==> config.mk <==
export PLATFORM = sky130hd
export DESIGN_NAME = ovl_fault_timer
export DESIGN_NICKNAME = d
export VERILOG_FILES = /design/src/rtl/ovl_pkg.sv /design/src/rtl/inrush_guard.sv /design/src/rtl/bucket_timer.sv /design/src/rtl/streak_timer.sv /design/src/rtl/ovl_fault_timer.sv
export SDC_FILE = /design/constraint.sdc
export NUM_CORES = 1
export LEC_CHECK = 0
export BUFFER_PORTS_ARGS = -buffer_cell sky130_fd_sc_hd__buf_2
export CAP_MARGIN = 20
export CORE_MARGIN = 3
export CORE_UTILIZATION = 60
export DETAILED_ROUTE_END_ITERATION = 10
export GPL_TIMING_DRIVEN = 0
export PLACE_DENSITY_LB_ADDON = 0.08
export SYNTH_ARGS = -nofsm -noshare
export SYNTH_HDL_FRONTEND = slang
export SYNTH_SLANG_ARGS = --single-unit
==> constraint.sdc <==
create_clock -name clk -period 7.4 [get_ports clk]
set_input_delay 1.11 -clock clk [delete_from_list [all_inputs] [get_ports clk]]
set_output_delay 1.11 -clock clk [all_outputs]
set_load 0.01 [all_outputs]
==> src/rtl/ovl_pkg.sv <==
package ovl_pkg;

  localparam int BUDGET_W = 16;

  typedef enum logic [1:0] {
    CAUSE_NONE   = 2'd0,
    CAUSE_OVL    = 2'd1,
    CAUSE_ILIM   = 2'd2,
    CAUSE_INRUSH = 2'd3
  } cause_e;

  typedef enum logic [1:0] {
    LIM_OFF    = 2'd0,
    LIM_INRUSH = 2'd1,
    LIM_CLASS  = 2'd2,
    LIM_HIPWR  = 2'd3
  } lim_e;

  // Power budget in mA*V selected by granted class and high-power grant.
  function automatic logic [BUDGET_W-1:0] class_budget(input logic [2:0] cls, input logic hp);
    logic [BUDGET_W-1:0] b;
    case (cls)
      3'd1:    b = BUDGET_W'(4200);
      3'd2:    b = BUDGET_W'(7350);
      3'd4:    b = hp ? BUDGET_W'(31500) : BUDGET_W'(16170);
      default: b = BUDGET_W'(16170);
    endcase
    return b;
  endfunction

endpackage

==> src/rtl/inrush_guard.sv <==
module inrush_guard #(
  parameter int WIN = 75,
  localparam int CW = $clog2(WIN + 1)
) (
  input  logic clk,
  input  logic rst,
  input  logic en,
  input  logic smp,
  input  logic gate_full,
  input  logic hold,
  output logic done,
  output logic expire
);

  logic [CW-1:0] cnt;

  assign expire = en && !done && !gate_full && !hold && smp && (cnt == CW'(WIN - 1));

  always_ff @(posedge clk) begin
    if (rst || !en) begin
      cnt  <= '0;
      done <= 1'b0;
    end else if (!done) begin
      if (gate_full) begin
        done <= 1'b1;
      end else if (smp && cnt != CW'(WIN)) begin
        cnt <= cnt + 1'b1;
      end
    end
  end

endmodule

==> src/rtl/bucket_timer.sv <==
module bucket_timer #(
  parameter int WIN = 60,
  parameter int SUB = 16,
  parameter int LW  = 10
) (
  input  logic          clk,
  input  logic          rst,
  input  logic          clr,
  input  logic          smp,
  input  logic          over,
  output logic          expire,
  output logic [LW-1:0] level
);

  localparam int TOP = WIN * SUB;

  logic [LW-1:0] up;
  logic          hit;

  assign up     = level + LW'(SUB);
  assign hit    = (up >= LW'(TOP));
  assign expire = !clr && smp && over && hit;

  always_ff @(posedge clk) begin
    if (rst || clr) begin
      level <= '0;
    end else if (smp) begin
      if (over) begin
        level <= hit ? LW'(TOP) : up;
      end else if (level != '0) begin
        level <= level - 1'b1;
      end
    end
  end

endmodule

==> src/rtl/streak_timer.sv <==
module streak_timer #(
  parameter int WIN = 15,
  localparam int CW = $clog2(WIN + 1)
) (
  input  logic clk,
  input  logic rst,
  input  logic clr,
  input  logic smp,
  input  logic at_lim,
  output logic expire
);

  logic [CW-1:0] cnt;

  assign expire = !clr && smp && at_lim && (cnt == CW'(WIN));

  always_ff @(posedge clk) begin
    if (rst || clr) begin
      cnt <= '0;
    end else if (smp) begin
      if (!at_lim) begin
        cnt <= '0;
      end else if (cnt != CW'(WIN)) begin
        cnt <= cnt + 1'b1;
      end
    end
  end

endmodule

==> src/rtl/ovl_fault_timer.sv <==
module ovl_fault_timer
  import ovl_pkg::*;
#(
  parameter int IW         = 12,
  parameter int VW         = 8,
  parameter int OVL_WIN    = 60,
  parameter int SUB        = 16,
  parameter int ILIM_WIN   = 15,
  parameter int INRUSH_WIN = 75,
  parameter int ILIM_HP_MA = 684
) (
  input  logic          clk,
  input  logic          rst,
  input  logic          port_en,
  input  logic          smp_vld,
  input  logic [IW-1:0] i_ma,
  input  logic [VW-1:0] v_out,
  input  logic [2:0]    pd_class,
  input  logic          hi_pwr,
  input  logic          gate_full,
  output logic          fault_pulse,
  output logic [1:0]    fault_cause,
  output logic [1:0]    lim_sel
);

  localparam int PW      = IW + VW;
  localparam int BKT_TOP = OVL_WIN * SUB;
  localparam int LW      = $clog2(BKT_TOP + SUB + 1);

  logic [PW-1:0]       prod;
  logic [BUDGET_W-1:0] budget;
  logic                over_thr, at_limit, hp_port;
  logic                gate_done, tripped, run_act, trip_any;
  logic                inr_exp, ovl_exp, ilim_exp;
  logic [LW-1:0]       bkt_level;
  cause_e              cause_nxt;
  lim_e                lim_nxt;

  assign prod     = {{VW{1'b0}}, i_ma} * {{IW{1'b0}}, v_out};
  assign budget   = class_budget(pd_class, hi_pwr);
  assign over_thr = (prod >= PW'(budget));
  assign at_limit = (i_ma >= IW'(ILIM_HP_MA));
  assign hp_port  = hi_pwr && (pd_class == 3'd4);
  assign run_act  = port_en && gate_done && !tripped;

  inrush_guard #(.WIN(INRUSH_WIN)) u_inrush (
    .clk       (clk),
    .rst       (rst),
    .en        (port_en),
    .smp       (smp_vld),
    .gate_full (gate_full),
    .hold      (tripped),
    .done      (gate_done),
    .expire    (inr_exp)
  );

  bucket_timer #(.WIN(OVL_WIN), .SUB(SUB), .LW(LW)) u_bucket (
    .clk    (clk),
    .rst    (rst),
    .clr    (!run_act),
    .smp    (smp_vld),
    .over   (over_thr),
    .expire (ovl_exp),
    .level  (bkt_level)
  );

  streak_timer #(.WIN(ILIM_WIN)) u_streak (
    .clk    (clk),
    .rst    (rst),
    .clr    (!(run_act && hp_port)),
    .smp    (smp_vld),
    .at_lim (at_limit),
    .expire (ilim_exp)
  );

  assign trip_any = inr_exp || ovl_exp || ilim_exp;

  always_comb begin
    if (ilim_exp)      cause_nxt = CAUSE_ILIM;
    else if (ovl_exp)  cause_nxt = CAUSE_OVL;
    else if (inr_exp)  cause_nxt = CAUSE_INRUSH;
    else               cause_nxt = CAUSE_NONE;
  end

  always_comb begin
    if (!port_en || tripped || trip_any) lim_nxt = LIM_OFF;
    else if (!gate_done)                 lim_nxt = LIM_INRUSH;
    else if (hp_port)                    lim_nxt = LIM_HIPWR;
    else                                 lim_nxt = LIM_CLASS;
  end

  always_ff @(posedge clk) begin
    if (rst) begin
      tripped     <= 1'b0;
      fault_pulse <= 1'b0;
      fault_cause <= CAUSE_NONE;
      lim_sel     <= LIM_OFF;
    end else begin
      tripped     <= port_en && (tripped || trip_any);
      fault_pulse <= trip_any;
      fault_cause <= cause_nxt;
      lim_sel     <= lim_nxt;
    end
  end

endmodule

# Yosys cells after proc, flatten, opt, wreduce, memory -nomap -nowiden
# Index checks and enable logic that the tools add are counted.
# word_totals
reg_bits	28
in_bits	29
out_inout_bits	5
word_cells	81
# op_classes
n_addsub	4
multipliers	1
order_cmp	3
n_eq_ne	8
muxes	14
bitwise	2
n_reduce_logical	39
# op_table
cell	count
15-bit case mux with 3 select lines	1
10-bit 2-to-1 mux	3
20-bit by 16-bit >= comparator with 1-bit output	1
12-bit by 8-bit multiplier with 20-bit output	1
1-bit logical AND	17
15-bit 2-to-1 mux	1
12-bit by 10-bit >= comparator with 1-bit output, second input constant	1
10-bit by 5-bit adder with 10-bit output, second input constant	1
10-bit >= comparator, second input constant	1
10-bit nonzero test	1
10-bit by 1-bit subtractor with 10-bit output, second input constant	1
1-bit logical OR	8
4-bit 2-to-1 mux	2
7-bit by 1-bit adder with 7-bit output, second input constant	1
7-bit == test, second input constant	1
7-bit inequality test, second input constant	1
1-bit zero test	6
2-bit 2-to-1 mux	3
4-bit by 1-bit adder with 4-bit output, second input constant	1
4-bit == test, second input constant	1
1-bit 2-to-1 mux	4
4-bit inequality test, second input constant	1
2-bit AND reduction	2
2-bit OR reduction	2
other kinds (8)	9

# Depth between registers and ports, before layout
# Gate-level depths: netlist of the first run.
# logic_depth
depth_word	10
mapped_depth	26

# By module
# Synthesis of the first run repeated with hierarchy kept, for this count alone.
# unflattened
hier_cells	644
area_unflattened_um2	5327.6
# modules_own_cells
mod	n_inst	cells_per_inst	area_each_um2	seq_area_each_um2
ovl_fault_timer	1	464	3860.0	120.1
bucket_timer	1	106	827.0	200.2
inrush_guard	1	48	431.7	160.2
streak_timer	1	26	209.0	80.1

# Worst setup path before layout of the first run
# No wires, ideal clock.
# synth_timing
path_type	in2reg
start	input v_out[6]
end	register u_bucket.level[0]
setup_ns	0.122
arrival_time_ns	6.677
required_ns	7.278
slack_ns	0.601
cell_stages	23
path_cell_list	clkbuf_1 -> and2_1 -> fa_1 -> fa_1 -> fa_1 -> inv_1 -> fa_1 -> inv_1 -> ha_1 -> o21a_1 -> or2_1 -> a31o_2 -> a21o_1 -> a21oi_1 -> xnor2_1 -> ha_1 -> a21oi_1 -> o211a_1 -> and4bb_1 -> o2111ai_4 -> nor2_8 -> o22ai_4 -> a221o_1
# synth_via
elab_chain_cells	4
# synth_rtl
item	line	rtl
start: declaration	ovl_fault_timer.sv:17	input logic [VW-1:0] v_out,
12-bit by 8-bit multiplier with 20-bit output (*)	ovl_fault_timer.sv:39	assign prod = {{VW{1'b0}}, i_ma} * {{IW{1'b0}}, v_out};
20-bit by 16-bit >= comparator with 1-bit output (*)	ovl_fault_timer.sv:41	assign over_thr = (prod >= PW'(budget));
2-bit nonzero test (no line)	-	
2-bit AND reduction (no line)	-	
end signal: assignment	bucket_timer.sv:29	level <= hit ? LW'(TOP) : up;
end signal: assignment	bucket_timer.sv:31	level <= level - 1'b1;
end: declaration	bucket_timer.sv:12	output logic [LW-1:0] level
# Mark *: on every way between the ends. The rest lies on a longest branch, timed or not.
# A chain may end at the register's enable or synchronous reset.

# Final worst setup path of the first run
# layout_timing
start	input v_out[3]
end	register u_bucket.level[1]
# Same word-level chain as after synthesis.

==> results of run 1 <==
[per-stage QoR]
stage               instance area [um2]  hold WS [ps]
finish                             5520           474
global route                       5520           498
CTS                                5530           478
detailed placement                 5480           464
global placement                   5480           452
floorplan                          5190           439
[area by class of cell]
type,count,area (um2),area share [%]
multi-input combinational,479,4190,76.0
sequential,28,561,10.2
inverter,96,360,6.53
timing repair buffer,30,150,2.72
tap,105,131,2.38
buffer,15,67.6,1.22
clock buffer,4,55.1,0.998
[kinds of logic after synthesis]
family / count (synthesis)
DFF: 28
muxes: 3
buffers and inverters: 115
and+or+nand+nor: 227
AOI/OAI and AO/OA: 111
xor gates and xnor gates: 19
adders and majority gates: 119
[report_power, final]
part / leakage [nW] / total, mW / internal, mW / switching [mW]
clock: 0.0288 / 0.0940 / 0.0476 / 0.0464
sequential: 0.226 / 0.153 / 0.152 / 0.000854
combinational: 2.43 / 1.26 / 0.529 / 0.730
[flip-flops by register name, indices dropped and copies added, names as in the netlist]
signal / flops
fault_cause: 2
fault_pulse: 1
lim_sel: 2
tripped: 1
u_bucket.level: 10
u_inrush.cnt: 7
u_inrush.done: 1
u_streak.cnt: 4
[worst max-delay path, cell delays in order]
cell       delay (ps)
buf_2             100
clkbuf_1          370
nand2_1           150
fa_1              500
fa_1              500
inv_1              60
fa_1              540
inv_1              60
fa_1              530
inv_1              50
ha_1              350
a21oi_1           200
o211ai_1          210
a31o_2            330
a21o_1            180
a21oi_1           160
xnor2_1           160
ha_1              280
a21oi_1           170
o211a_1           180
o2111a_1          260
o2111ai_4         210
nor2_8            220
o22ai_4           110
a221o_1           350
[placed cells by master, fill, tap and decap left out, types with 13 or more instances in the layout]
cell,count
nand2_1,60
fa_1,60
a21oi_1,28
inv_1,96
buf_2,33
o21ai_0,13
nor2_1,32
dfxtp_1,28
and2_1,68
ha_1,59
a21o_1,13
nand3_1,13
[routing by layer]
| layer | share of wire, % | routed length [um] |
|---|---|---|
| met5 | 0 | 0 |
| met4 | 1.4 | 161 |
| met3 | 3.6 | 402 |
| met2 | 51 | 5710 |
| met1 | 44 | 4960 |
[what timing repair did]
| action | 4_1_cts | 5_1_grt |
|---|---|---|
| endpoints found under the setup margin | 0 | 11 |
| hold buffers | 0 | 0 |
| buffers inserted | 0 | 0 |
[worst paths after layout]
kind                           from                end  slack [ps]
setup / recovery           v_out[3]  u_bucket.level[1]         240
hold / removal              tripped            tripped         470
setup reg to reg  u_bucket.level[0]  u_bucket.level[5]        5050
hold reg to reg             tripped            tripped         470
==> metrics.md, run 1 <==
| Metric | Value |
|---|---|
| Cts repair resizes | `0` |
| Count of pins over their slew limit | `0` |
| Cell with the most instances after synthesis | `inv_1` |
| Top cell type's share of synthesized area | `a little under a quarter` |
| Status | `finished clean` |
| Count of pins on the block boundary | `34` |
| Util after Layout | `66.5%` |
| Highest Clock Rate | `roughly 0.14 GHz` |
| # rows | `33` |
| Fill cell instance count of the final layout | `726` |
| Global-route met3 utilization | `~1.5%` |
| Slew at the pin closest to its max-slew limit | `935 ps` |
| Sum Neg Setup Slack | `0 ps` |
| Average wire per cell in the routed design | `between 10 and 15 um` |
| Share of synthesized area occupied by flip-flops and latches | `10.8%` |
| Met1 Track Usage GR | `between 30% and 40%` |
| Number of standard cells in the layout, taps in and fillers out | `757` |
| Per-instance average area after synthesis | `8.35 um2` |
| PnR Total Power | `around 1.5 mW` |
| Number of instances in the placed design | `roughly 760` |
| Peak fanout along the critical path | `10` |
| Number of maximum-capacitance violations | `0` |
| Number of buffers inserted by port buffering | `30` |
| Total grt overflow | `0` |
| Buffer levels on the longest clock path | `2` |
| Crit Path Class | `input port to register` |
| Top post-synthesis cells by area | `fa_1 (23%), ha_1 (14%), dfxtp_1 (11%)` |
| Number of different library cells in the post-synthesis netlist | `71` |
| Net count after synthesis | `between 700 and 800` |
| Fraction of synthesized area in multiplexers | `0.578%` |
| Number of nets in the layout | `around 800` |
| Clock sink count | `28` |
| Most utilized layer in the global route result | `met2` |
| Cell area after synthesis | `~5200 um2` |
| Most common flop cell mapped by yosys | `dfxtp_1` |
| Number of vias in the routed layout | `4,403` |
| Cell type contributing the most total cell area after synthesis | `fa_1` |
| Static power due to leakage | `between 2 and 3 nW` |
| Hold path cells | `2` |
| Total routing resource utilization after global routing | `24.1%` |
| Yosys warning total | `0` |
| Final Hold Viols | `0` |
| Mapped Cells | `622` |
| Y dimension of the die | `roughly 100 um` |
| Die footprint | `9810 um2` |
| Vias in the first global route | `between 4k and 5k` |
| Final worst path period share | `96.8%` |
| Clk pin slew, worst setup/hold paths | `90 ps` |
| Number of synthesized register bits | `28` |
| Starting density of the core | `62.6%` |
| Crit path capture type | `register` |
| Async set-or-reset flop fraction in the synthesized netlist | `0%` |
| Count of routing violations after the opening detailed-route iteration | `260` |
| Chip Width | `between 90 and 100 um` |
| Post-place setup slack | `-124 ps` |
| Final worst setup slack | `roughly 240 ps` |
| DR pass1 iterations | `5` |
| Crit path required time | `7570 ps` |
| Logic depth of the worst register-to-register path | `10` |
| Number of synthesized flops with an enable pin | `0` |
| Final setup violation count | `0` |
| Clock root buffer | `clkbuf_8` |
| CP Launch Type | `input port` |
| Fraction of layout cells with a size suffix above 1 | `8.28%` |
| Antenna fix cells | `0` |
| Total clock buffers created by CTS | `3` |
| Growth of design area from synthesis to finish | `6.19%` |
| Maximum level of the CTS H-tree | `1` |
| Number of remaining DRC errors | `0` |
| Fraction of met2 tracks used by global routing | `42.5%` |
| First-pass GRT wire length | `just over 20 mm` |
| Clock tree from TritonCTS | `done` |
| Top cells by count, synth | `inv_1 (96), and2_1 (68), fa_1 (60), nand2_1 (60), ha_1 (59)` |
| Tightest Hold Check Type | `register to register` |
| Unrepaired setup endpoints after global routing | `no` |
| Number of antenna violations at the first check in global routing | `0` |
| Via-per-instance ratio | `around 5.8` |
| Crit path DAT | `between 7000 and 8000 ps` |
| Basic-gate share of the synthesized area counting and, or, nand and nor cells | `a little under a quarter` |
| Pin count of the biggest net entering global routing | `16` |
| Final clock skew | `~6.3 ps` |
| Total power density per cell area | `273 nW/um2` |
| Compound-Gate Fraction of Synth Area | `16.1%` |
| Arithmetic-cell share of the synthesized area counting full adders, half adders and majority gates | `37.3%` |
| Headroom to the max-slew limit | `36.8%` |
| Total Wirelength | `between 10 and 15 mm` |
| Sum of net half-perimeters after detailed placement | `9.32 mm` |
| Final antenna-violating net count | `0` |
| Placeable core area | `8300 um2` |
| Post-Synth XOR/XNOR Area | `3.20%` |
| Final Wtd Congestion | `around 0.86` |
| Dominant combinational cell family by area after synthesis | `adder cells` |
| Final critical-path required period | `around 7200 ps` |
| Worst IR Drop VDD | `0.000193 V` |
| Clock Latency Late Sink | `270 ps` |
Note: power is estimated with default switching activity, not from simulation.
==> run 2, diff against run 1 <==
- SYNTH_HIERARCHICAL: default -> 1
==> run 2 against run 1 <==
Register-to-register slack better by 150 ps. Critical path type unchanged. Die area is 2.4% higher. Maximum frequency is 0.15% higher. Clock skew is 0.78 ps higher. Utilization is 2.3 points higher.
==> metrics.md, run 2 <==
| Metric | Value |
|---|---|
| Crit Path Class | `input port to register` |
| Top post-synthesis cells by area | `fa_1 (23%), ha_1 (14%), dfxtp_1 (11%)` |
| Capturing point of the worst reg2reg path | `u_bucket/level[6]` |
| Clk pin slew, worst setup/hold paths | `100 ps (about the same)` |
| Cell area after synthesis | `5330 um2 (+2.6%)` |
| Chip Width | `100 um (+1.2%)` |
| Post-place setup slack | `-556 ps (-432 ps)` |
| Total clock buffers created by CTS | `3 (unchanged)` |
| CP Launch Type | `input port` |
| Number of buffers inserted by port buffering | `31 (+3.3%)` |
| Growth of design area from synthesis to finish | `8.78%` |
| First-pass GRT wire length | `20.6 mm (+1.6%)` |
| Tightest Hold Check Type | `register to register` |
| Y dimension of the die | `100 um (+1.2%)` |
| Final critical-path required period | `7150 ps (-10.9 ps)` |
| Max reg flops | `10 (unchanged)` |
| Clock tree from TritonCTS | `done` |
| Total routing resource utilization after global routing | `24.4% (+0.31 points)` |
| Slew at the pin closest to its max-slew limit | `599 ps (-335 ps)` |
| Number of synthesized register bits | `28 (unchanged)` |
| Number of nets in the layout | `828 (+3.4%)` |
| Worst reg2reg setup slack | `5200 ps (+150 ps)` |
| Clock sink count | `28 (unchanged)` |
| Hold path cells | `2 (unchanged)` |
| Commonest cells after routing, fill and taps aside | `inv_1 (99), nand2_1 (64), and2_1 (63), fa_1 (60), ha_1 (57)` |
| Number of different library cells in the post-synthesis netlist | `75 (+5.6%)` |
| Net count after synthesis | `794 (+3.1%)` |
| Top cell type's share of synthesized area | `22.5% (-0.58 points)` |
| Via-per-instance ratio | `5.92 (+1.8%)` |
| Worst IR Drop VDD | `0.000217 V (+12%)` |
| Hold Crit Endpoint | `u_inrush/cnt[6]` |
| Maximum level of the CTS H-tree | `1 (unchanged)` |
| Antenna fix cells | `0 (unchanged)` |
| Crit path required time | `7580 ps (about the same)` |
| Peak fanout along the critical path | `9 (-1)` |
| Hold_sp | `u_inrush/cnt[6]` |
| Post-CTS Hold Buffers | `0 (unchanged)` |
| Per-instance average area after synthesis | `8.27 um2 (-0.95%)` |
| Count of pins over their slew limit | `0 (unchanged)` |
| Final clock skew | `7.09 ps (+0.781 ps)` |
| Average wire per cell in the routed design | `15.3 um (+3.1%)` |
| Static power due to leakage | `2.74 nW (+1.8%)` |
| DR pass1 iterations | `5 (unchanged)` |
| Number of instances in the placed design | `780 (+3.0%)` |
| Headroom to the max-slew limit | `59.0% (+22 points)` |
| Most common flop cell mapped by yosys | `dfxtp_1` |
| Status | `finished clean` |
| # rows | `33 (unchanged)` |
| FF-to-FF Start | `u_bucket/level[4]` |
| Starting density of the core | `63.3% (+0.65 points)` |
| Util after Layout | `68.8% (+2.3 points)` |
| Registers with the most flip-flops | `u_bucket/level: 10 flops, u_inrush/cnt: 7 flops, u_streak/cnt: 4 flops` |
| Clock root buffer | `clkbuf_8` |
| Number of remaining DRC errors | `0 (unchanged)` |
| Count of routing violations after the opening detailed-route iteration | `235 (-9.6%)` |
| Final Hold Viols | `0 (unchanged)` |
| Final setup violation count | `0 (unchanged)` |
| Yosys warning total | `6 (+6)` |
| Final worst path period share | `96.6% (-0.15 points)` |
| Placeable core area | `8420 um2 (+1.5%)` |
| Cell type contributing the most total cell area after synthesis | `fa_1` |
| Total grt overflow | `0 (unchanged)` |
| Final worst setup slack | `251 ps (+10.9 ps)` |
| Mapped Cells | `644 (+3.5%)` |
| Final antenna-violating net count | `0 (unchanged)` |
| Top cells by count, synth | `inv_1 (99), and2_1 (66), nand2_1 (64), ha_1 (61), fa_1 (60)` |
| Sum of net half-perimeters after detailed placement | `9.47 mm (+1.6%)` |
| Number of synthesized flops with an enable pin | `0 (unchanged)` |
| Count of pins on the block boundary | `34 (unchanged)` |
| Final Wtd Congestion | `0.898 (+4.4%)` |
| Register bank with the most flops | `u_bucket/level` |
| Cell with the most instances after synthesis | `inv_1` |
| Crit path capture type | `register` |
| Total Wirelength | `12.0 mm (+6.6%)` |
| Buffer levels on the longest clock path | `2 (unchanged)` |
| Commonest non-fill, non-tap cell in the layout | `inv_1` |
| Fraction of layout cells with a size suffix above 1 | `12.7% (+4.4 points)` |
| Number of standard cells in the layout, taps in and fillers out | `782 (+3.3%)` |
| Number of antenna violations at the first check in global routing | `0 (unchanged)` |
| Number of maximum-capacitance violations | `0 (unchanged)` |
| Die footprint | `10,000 um2 (+2.4%)` |
| Pin count of the biggest net entering global routing | `18 (+2)` |
| Total power density per cell area | `275 nW/um2 (+0.73%)` |
| Share of synthesized area occupied by flip-flops and latches | `10.5% (-0.27 points)` |
| Logic depth of the worst register-to-register path | `8 (-2)` |
| Highest Clock Rate | `0.140 GHz (+0.15%)` |
| Number of vias in the routed layout | `4,632 (+5.2%)` |
| Clock Latency Late Sink | `280 ps (about the same)` |
| Crit path DAT | `7330 ps (about the same)` |
| Vias in the first global route | `4,567 (+2.4%)` |
| Async set-or-reset flop fraction in the synthesized netlist | `0% (unchanged)` |
## run 2: cell types whose count changed in the layout (fill, tap and decap cells not counted), moves of 7 or more
cell	before	now
buf_2	33	26
nand3_1	13	6
a21o_1	13	5
o21ai_0	13	20
nand4_1	5	12
nor2_1	32	25
## run 2: logic make-up after synthesis
group	after synthesis	synth area share, %
fa+ha+maj	121	36.9
simple gates	236	24.5
flops	28	10.5
xor+xnor	11	1.81
buf+inv	122	9.44
mux	4	0.752
compound gates	122	16.1
## run 2: cell type report
class	count	area [um2]
buffer	17	113
clock buffer	3	41.3
clock inverter	1	30.0
fill	731	2630
inverter	99	372
multi-input combinational	494	4350
sequential	28	561
tap	105	131
timing repair buffer	35	198
## run 2: what timing repair did
| action | in CTS | in global routing |
|---|---|---|
| buffers inserted | 0 | 4 |
| pin swaps | 0 | 9 |
| gates resized for setup | 3 | 26 |
| setup endpoints to repair | 12 | 14 |
## run 2: report_power, final
part	leakage [nW]	internal (mW)	switching, mW
combinational	2.48	0.585	0.731
sequential	0.226	0.152	0.00117
clock	0.0357	0.0726	0.0514
total	2.74	0.810	0.783
## run 2: worst max-delay path by stage
| stage | startpoint | endpoint | slack (ps) |
|---|---|---|---|
| 3_5_place_dp | v_out[5] | lim_sel[0] | -560 |
| 2_1_floorplan | v_out[6] | u_bucket/level[2] | 340 |
| 6_report | i_ma[3] | u_bucket/level[2] | 250 |
| 5_1_grt | v_out[7] | u_bucket/level[2] | -10 |
| 3_3_place_gp | v_out[6] | lim_sel[0] | -510 |
| 4_1_cts | v_out[4] | u_bucket/level[2] | 160 |
## run 2: worst max-delay path, cell delays in order
cell and delay [ps]:
buf_2 170, and2_1 190, fa_1 550, fa_1 440
fa_1 550, inv_1 60, fa_1 530, inv_1 40
ha_1 290, buf_6 140, a211o_1 320, o21a_1 200
a21o_1 190, a21oi_2 140, xnor2_1 140, ha_2 310
nand4_1 80, o31ai_1 80, a311oi_1 260, nand4_1 230
or3_4 470, o41a_1 450, nand2_1 100, mux2i_1 60
a32o_1 240
## run 2: layer usage
layer	GRT usage, %	up-vias	routed length (um)
met1	33.4	2267	5330
met2	43.0	116	6030
met5	0	-	0
met3	2.92	15	512
li1	-	2234	-
met4	2.59	0	88
## run 2: stage by stage
step | instance area (um2) | power (mW) | TNS [ps] | hold slack, ps
3_5_place_dp | 5610 | 1.36 | -5460 | 489
2_1_floorplan | 5330 | 1.12 | 0 | 459
5_1_grt | 5800 | 1.77 | -10.8 | 530
3_3_place_gp | 5610 | 1.32 | -4870 | 480
4_1_cts | 5690 | 1.50 | 0 | 503
6_report | 5800 | 1.59 | 0 | 494
